===== src/rtl/acorr_pkg.sv =====
package acorr_pkg;
  // strobes from the sequencer to the counter array
  typedef struct packed {
    logic capture;   // latch the bit vectors
    logic load;      // initialise all entries
    logic step;      // one entry is updated this cycle
    logic subtract;  // departing term active for this sweep
  } accStrobe_t;
endpackage


===== src/rtl/acorr_ctrl.sv =====
module acorr_ctrl
  import acorr_pkg::*;
#(
  parameter int NUM_USERS = 4,
  parameter int WIN_LEN   = 16,
  localparam int VEC_W = 2 * NUM_USERS,
  localparam int ELEMS = VEC_W * VEC_W,
  localparam int IDX_W = $clog2(ELEMS)
) (
  input  logic             clk,
  input  logic             rstN,
  input  logic             start,
  input  logic             loadEn,
  output accStrobe_t       strb,
  output logic [IDX_W-1:0] stepIdx,
  output logic             busy,
  output logic             done
);
  localparam int FILL_W = $clog2(WIN_LEN + 1);

  logic [FILL_W-1:0] fillCnt;
  logic subEn;
  logic accept;
  logic doLoad;
  logic lastStep;

  assign accept   = start && !busy && !loadEn;
  assign doLoad   = loadEn && !busy;
  assign lastStep = busy && (stepIdx == IDX_W'(ELEMS - 1));

  always_ff @(posedge clk) begin
    if (!rstN) begin
      busy    <= 1'b0;
      done    <= 1'b0;
      stepIdx <= '0;
      fillCnt <= '0;
      subEn   <= 1'b0;
    end else begin
      done <= lastStep;
      if (doLoad) fillCnt <= '0;
      if (accept) begin
        busy    <= 1'b1;
        stepIdx <= '0;
        subEn   <= (fillCnt == FILL_W'(WIN_LEN));
      end else if (busy) begin
        if (lastStep) begin
          busy <= 1'b0;
          if (fillCnt != FILL_W'(WIN_LEN)) fillCnt <= fillCnt + FILL_W'(1);
        end else begin
          stepIdx <= stepIdx + IDX_W'(1);
        end
      end
    end
  end

  always_comb begin
    strb.capture  = accept;
    strb.load     = doLoad;
    strb.step     = busy;
    strb.subtract = subEn;
  end
endmodule


===== src/rtl/acorr_datapath.sv =====
module acorr_datapath
  import acorr_pkg::*;
#(
  parameter int NUM_USERS = 4,
  parameter int CNT_W     = 8,
  localparam int VEC_W = 2 * NUM_USERS,
  localparam int ELEMS = VEC_W * VEC_W,
  localparam int IDX_W = $clog2(ELEMS),
  localparam int COL_W = $clog2(VEC_W)
) (
  input  logic                    clk,
  input  logic                    rstN,
  input  accStrobe_t              strb,
  input  logic [IDX_W-1:0]        stepIdx,
  input  logic                    busy,
  input  logic [VEC_W-1:0]        newBits,
  input  logic [VEC_W-1:0]        oldBits,
  input  logic signed [CNT_W-1:0] loadValue,
  input  logic [COL_W-1:0]        rdRow,
  input  logic [COL_W-1:0]        rdCol,
  output logic signed [CNT_W-1:0] rdData,
  output logic                    rdValid
);
  localparam logic signed [CNT_W:0] HI = $signed({2'b00, {(CNT_W-1){1'b1}}});
  localparam logic signed [CNT_W:0] LO = $signed({2'b11, {(CNT_W-1){1'b0}}});

  logic [VEC_W-1:0] newReg;
  logic [VEC_W-1:0] oldReg;
  logic signed [CNT_W-1:0] cells [ELEMS];

  function automatic logic signed [CNT_W-1:0] satAdd(
    input logic signed [CNT_W-1:0] v,
    input logic signed [2:0]       d
  );
    logic signed [CNT_W:0] s;
    s = $signed({v[CNT_W-1], v}) + $signed({{(CNT_W-2){d[2]}}, d});
    if (s > HI)      return HI[CNT_W-1:0];
    else if (s < LO) return LO[CNT_W-1:0];
    else             return s[CNT_W-1:0];
  endfunction

  always_ff @(posedge clk) begin
    if (!rstN) begin
      newReg <= '0;
      oldReg <= '0;
    end else if (strb.capture) begin
      newReg <= newBits;
      oldReg <= oldBits;
    end
  end

  // one counter per matrix entry, walked row-major by stepIdx
  for (genvar r = 0; r < VEC_W; r++) begin : g_row
    for (genvar c = 0; c < VEC_W; c++) begin : g_col
      localparam int E = r * VEC_W + c;
      logic pNew;
      logic pOld;
      logic hit;
      logic signed [2:0] inc;
      logic signed [2:0] dec;
      logic signed [2:0] delta;

      assign pNew = ~(newReg[r] ^ newReg[c]);
      assign pOld = ~(oldReg[r] ^ oldReg[c]);
      assign hit  = strb.step && (stepIdx == IDX_W'(E));

      always_comb begin
        inc   = pNew ? 3'sd1 : -3'sd1;
        dec   = !strb.subtract ? 3'sd0 : (pOld ? -3'sd1 : 3'sd1);
        delta = inc + dec;
      end

      always_ff @(posedge clk) begin
        if (!rstN)          cells[E] <= '0;
        else if (strb.load) cells[E] <= loadValue;
        else if (hit)       cells[E] <= satAdd(cells[E], delta);
      end
    end
  end

  logic [IDX_W-1:0] rdIdx;
  logic rdInRange;

  always_comb begin
    rdInRange = (int'(rdRow) < VEC_W) && (int'(rdCol) < VEC_W);
    rdIdx     = IDX_W'(int'(rdRow) * VEC_W + int'(rdCol));
    rdValid   = !busy;
    if (busy || !rdInRange) rdData = '0;
    else                    rdData = cells[rdIdx];
  end
endmodule


===== src/rtl/bit_acorr_window.sv =====
module bit_acorr_window
  import acorr_pkg::*;
#(
  parameter int NUM_USERS = 4,
  parameter int WIN_LEN   = 16,
  parameter int CNT_W     = 8,
  localparam int VEC_W = 2 * NUM_USERS,
  localparam int COL_W = $clog2(VEC_W),
  localparam int IDX_W = $clog2(VEC_W * VEC_W)
) (
  input  logic                    clk,
  input  logic                    rstN,
  input  logic                    start,
  input  logic                    loadEn,
  input  logic signed [CNT_W-1:0] loadValue,
  input  logic [VEC_W-1:0]        newBits,
  input  logic [VEC_W-1:0]        oldBits,
  input  logic [COL_W-1:0]        rdRow,
  input  logic [COL_W-1:0]        rdCol,
  output logic                    busy,
  output logic                    done,
  output logic                    rdValid,
  output logic signed [CNT_W-1:0] rdData
);
  accStrobe_t strb;
  logic [IDX_W-1:0] stepIdx;

  acorr_ctrl #(.NUM_USERS(NUM_USERS), .WIN_LEN(WIN_LEN)) u_ctrl (
    .clk(clk), .rstN(rstN), .start(start), .loadEn(loadEn),
    .strb(strb), .stepIdx(stepIdx), .busy(busy), .done(done)
  );

  acorr_datapath #(.NUM_USERS(NUM_USERS), .CNT_W(CNT_W)) u_dp (
    .clk(clk), .rstN(rstN), .strb(strb), .stepIdx(stepIdx), .busy(busy),
    .newBits(newBits), .oldBits(oldBits), .loadValue(loadValue),
    .rdRow(rdRow), .rdCol(rdCol), .rdData(rdData), .rdValid(rdValid)
  );
endmodule


===== config.mk =====
export PLATFORM = sky130hd
export DESIGN_NAME = bit_acorr_window
export DESIGN_NICKNAME = d
export VERILOG_FILES = /design/src/rtl/acorr_pkg.sv /design/src/rtl/acorr_ctrl.sv /design/src/rtl/acorr_datapath.sv /design/src/rtl/bit_acorr_window.sv
export SDC_FILE = /design/constraint.sdc
export NUM_CORES = 2
export LEC_CHECK = 0
export BUFFER_PORTS_ARGS = -buffer_cell sky130_fd_sc_hd__buf_2
export CAP_MARGIN = 20
export CORE_MARGIN = 4
export CORE_UTILIZATION = 45
export DETAILED_ROUTE_END_ITERATION = 10
export HOLD_SLACK_MARGIN = 0.12
export SYNTH_ARGS = -nofsm -noshare
export SYNTH_HDL_FRONTEND = slang
export SYNTH_HIERARCHICAL = 1
export SYNTH_SLANG_ARGS = --single-unit

===== constraint.sdc =====
create_clock -name clk -period 6.97 [get_ports clk]
set_input_delay 0.697 -clock clk [delete_from_list [all_inputs] [get_ports clk]]
set_output_delay 0.697 -clock clk [all_outputs]
set_load 0.01 [all_outputs]

Word-level counts from Yosys, hierarchy flattened:

Memory sizes are Yosys's and may differ from the RTL's.
Cells that the tools add are included.
Widths: inputs -> output; s select.

* word-level logic and storage cells: 1357
* memories kept: 1
* memory bits (read-only): 0
* register bits after elaboration: 30
* RAM bits: 512
* bits in latches: 0
* bits of input ports: 34

* bitwise operators: 186
* shift operators: 0
* order comparisons: 128
* divide/modulo/power cells: 0
* $add $sub $neg: 96
* multipliers: 0
* reductions and logical operators: 72
* eq/ne operators: 65
* multiplexer cells: 802

Memories
* u_dp.cells: depth 64, width 8, read ports 65, clocked after Yosys merged registers in 0, wr ports 64, line acorr_datapath.sv:29 `logic signed [CNT_W-1:0] cells [ELEMS];`

Operators with widths (number)
* $mux 8: 449
* $add 8x3->9: 64
* $gt 9x8->1 const B: 64
* $lt 9x8->1 const B: 64
* $mux 1: 263
* $mux 3: 85
* $eq 6x6->1 const B: 32
* $or 1x1->1: 128
* $eq 6x5->1 const B: 16
* $add 3x3->3: 28
* $logic_and 1x1->1: 67
* $xor 1x1->1: 56
* $eq 6x4->1 const B: 8
* $mux 5: 5
* $eq 6x3->1 const B: 4
* $eq 6x2->1 const B: 2
* $add 6x1->6 const B: 1
* $add 6x3->6: 1
* $eq 6x1->1 const B: 1
* $logic_not 6->1: 1
* $add 5x1->5 const B: 1
* $eq 5x5->1 const B: 1
* $ne 5x5->1 const B: 1
* $add 2x3->3 const A: 1
* 4 further kinds: 6

Logic depth before layout (Yosys ltp):

* word-level depth: 12
* gate-level depth with buffers: 14
* mapped depth without buffers: 12

Modules after synthesis:

Netlist, hierarchy kept.

Modules (own cells, without submodules)
* acorr_datapath: area an instance 49774.0 µm², seq. area each 15695.1 µm², cells an instance 5246, instances 1
* acorr_ctrl: area an instance 732.0 µm², seq. area each 280.3 µm², cells an instance 82, instances 1

Least setup slack after synthesis:

No wires, ideal clock.

* kind: register to register
* start: register u_ctrl.subEn
* end: memory u_dp.cells[34][6] (data pin)
* data required time: 6.709 ns
* arrival time: 6.585 ns
* period minus slack after synthesis: 6.846 ns
* slack: 0.124 ns
* buffers on the path: 2
* cell stages (with the launch flop): 12
* cells stage by stage: dfxtp_1 > buf_4 > clkbuf_1 > inv_1 > fa_1 > ha_1 > or4b_2 > o311a_1 > o21ai_2 > nor3_2 > and2_4 > a311o_1

RTL lines
* start, declared: line acorr_ctrl.sv:22 `logic subEn;`
* start signal, assigned: line acorr_ctrl.sv:44 `subEn <= (fillCnt == FILL_W'(WIN_LEN));`
* end, declared: line acorr_datapath.sv:29

Final worst setup path:

* start: input rdCol[0]
* end: output rdData[6]

* word-level cells in the longest chain between the ends: 3

RTL lines
* start, declared: line bit_acorr_window.sv:19 `input logic [COL_W-1:0] rdCol,`
* $add 6x3->6: line acorr_datapath.sv:86 `rdIdx = IDX_W'(int'(rdRow) * VEC_W + int'(rdCol));`
* $mem_v2 64x8
* $mux 8: line acorr_datapath.sv:88 `if (busy || !rdInRange) rdData = '0;`
* end, declared: line bit_acorr_window.sv:23 `output logic signed [CNT_W-1:0] rdData`

Every way passes these cells.

==> results.tsv <==
metric	value	unit
area share of the largest cell type after synthesis	0.304	
Critical path buffers and inverters	3	
Worst-path clk slew	0.06	ns
Layout area overhead	7.96	%
row count	122	
Top FF cell, synth	edfxtp_1	
CP Max Fanout	63	
Fin Setup TNS	0	ns
Syn Area/Cell	9.48	um2
Peak VDD IR	157	uV
Worst setup EP type	output pin	
fin crit period	4.84	ns
die area	118000	um2
DP Worst Slack	1.86	ns
Chip Height	343	um
Die X	343	um
WP data arrival	4.15	ns
CTS tree	done	
register area share after synthesis	0.316	
Max-slew headroom	0.204	
setup bufs post-CTS	0	
Layout Nets	5998	
Final Slew Violations	0	
drt wl/cell	25.3	um
DRT Pass-1 Iters	6	
share of post-route cells with drive strength above 1	0.0750	
Post-route DRC	0	
clock root buffer	clkbuf_16	
Synth cell types	81	
critical path, cell by cell	buf_6 -> buf_4 -> mux4_2 -> mux2i_1 -> a221oi_1 -> o21ai_0 -> o41ai_1 -> buf_2	
Synth area leader	edfxtp_1	
Total Wirelength	174	mm
global-route wire length before repair	258	mm
Starting DRT DRC Count	4990	
depth of the CTS H-tree	3	
Sink Count	542	
GR Overflow Total	0	
Initial Utilization	0.455	
Antenna Nets Post-Route	0	
final worst-path cycle share	0.695	
power density over the cells	210	nW/um2
Post-synth top cells	o21ai_0 (593), ha_1 (523), edfxtp_1 (512), nand2_1 (462), nor2_1 (460)	
Worst Tran Pin Value	1.18	ns
Post-synth EDFFs	512	
Maximum Capacitance Violations	0	
number of global-route vias before repair	40600	
Fill cells	10400	
CP required	6.27	ns
Mapped Cells	5328	
Post-CTS Hold Fix Bufs	0	
Slowest Stage Delay on Critical Path	0.64	ns
DP HPWL	128	mm
unrepaired setup endpoints after global routing	false	
Lkg Pwr	22.7	nW
TritonCTS buffer count	69	
final hold slack	0.316	ns
Clock Path Buffers	3	
delay-heaviest family, CP	buffers and inverters	
GP Congestion	0.961	
Total Power	0.0114	W
gr usage total	0.289	
# IOs	45	
IO Port Bufs	44	
via count	43600	
core region area	111000	um2
Yosys warning total	6	
kind of critical path	input pin to output pin	
Synth area leaders	edfxtp_1 (30%), ha_1 (13%), o21ai_0 (5.9%)	
Mapped Area	50500	um2
final worst slack	2.13	ns
CP Launch Type	input pin	
syn_nets	5997	
status	completed	
Post-synth ARST share	0	
Clock Skew	0.0137	ns
Final Hold Fails	0	
vias per cell	6.35	
most frequent cell after synthesis	o21ai_0	
Resized cells post-CTS	0	
Final Setup Violations	0	
largest net degree at the start of global routing	72	
Seq cells post-synth	542	
Clk Latency, worst-skew pair	0.65	ns
initial antenna violation count	4	
Tightest Hold Check Type	input pin to register	
CP max stage cell	buf_6	
fmax	206	MHz
[worst min-delay path: stages]
cell and delay (ns):
buf_2 0.08, mux2i_1 0.06, nor2b_1 0.09
[report_power, final]
part	total [W]	switching [W]	internal, W
sequential	0.00417	0.000310	0.00386
combinational	0.00370	0.00221	0.00149
clock	0.00357	0.00151	0.00206
[cells in the final DEF, fill, tap and decap left out, types with 60 or more instances in the layout]
cell,count
nor2_1,460
o21ai_0,593
mux2i_1,66
a211oi_1,68
nor3_1,60
fa_1,112
mux4_2,128
nand2b_1,79
nand3_1,130
clkbuf_16,71
o211ai_1,89
a21o_1,104
nor2b_1,113
nand2_1,454
a31oi_1,60
inv_1,246
xnor2_1,176
a22oi_1,61
edfxtp_1,512
xor2_1,121
a21oi_1,381
ha_1,523
[logic make-up (layout without fill, tap and decap cells)]
kind of cell,count (synthesis),count (layout),share of synthesized area
xor gates and xnor gates,297,297,0.0515
other,0,3,0
and+or+nand+nor,1602,1602,0.156
AOI/OAI and AO/OA,1645,1645,0.198
buffers and inverters,403,461,0.0321
DFF,542,542,0.316
muxes,204,204,0.0724
adders and majority gates,635,635,0.174
[final timing paths]
path | from | end | slack, ns | cells past startpoint
setup / recovery | rdCol[0] | rdData[6] | 2.13 | 8
hold / removal | oldBits[7] | u_dp/oldReg[7] | 0.32 | 3
setup reg to reg | u_ctrl/busy | u_dp/cells[55][3] | 2.30 | 10
hold reg to reg | u_ctrl/fillCnt[3] | u_ctrl/fillCnt[3] | 0.50 | 2
[state kept, by name, summed over array words and instances, names as in the netlist]
register,flops
u_dp/oldReg,8
u_ctrl/subEn,1
u_dp/newReg,8
u_ctrl/fillCnt,5
u_ctrl/done,1
u_ctrl/stepIdx,6
u_dp/cells,512
u_ctrl/busy,1
[routing by layer]
metal	GRT usage	part of all wire	vias up
met5	0	0	-
met4	0.112	0.043	0
met3	0.0442	0.087	341
met2	0.455	0.45	2014
met1	0.402	0.42	21300
li1	-	-	20000
[layout make-up]
cell class                      instances  area [um2]  share of cell area
Tap cell                             1488        1860              0.0341
Clock buffer                           87        1840              0.0337
Clock inverter                         41         342             0.00626
Multi-Input combinational cell       4383       33000               0.605
Timing Repair Buffer                   86         572              0.0105
Inverter                              247         935              0.0171
Antenna cell                            3        7.51            0.000138
Sequential cell                       542       16000               0.293
[through the flow]
| step | util | cell area (um2) | std cells |
|---|---|---|---|
| final | 0.491 | 54500 | 6877 |
| after detailed placement | 0.471 | 52300 | 6741 |
| after global placement | 0.471 | 52300 | 6741 |
| after floorplan | - | 50500 | 5328 |
| after global routing | 0.491 | 54500 | 6874 |
| after CTS | 0.491 | 54500 | 6869 |
No activity file was read; power rests on OpenSTA's default activity.
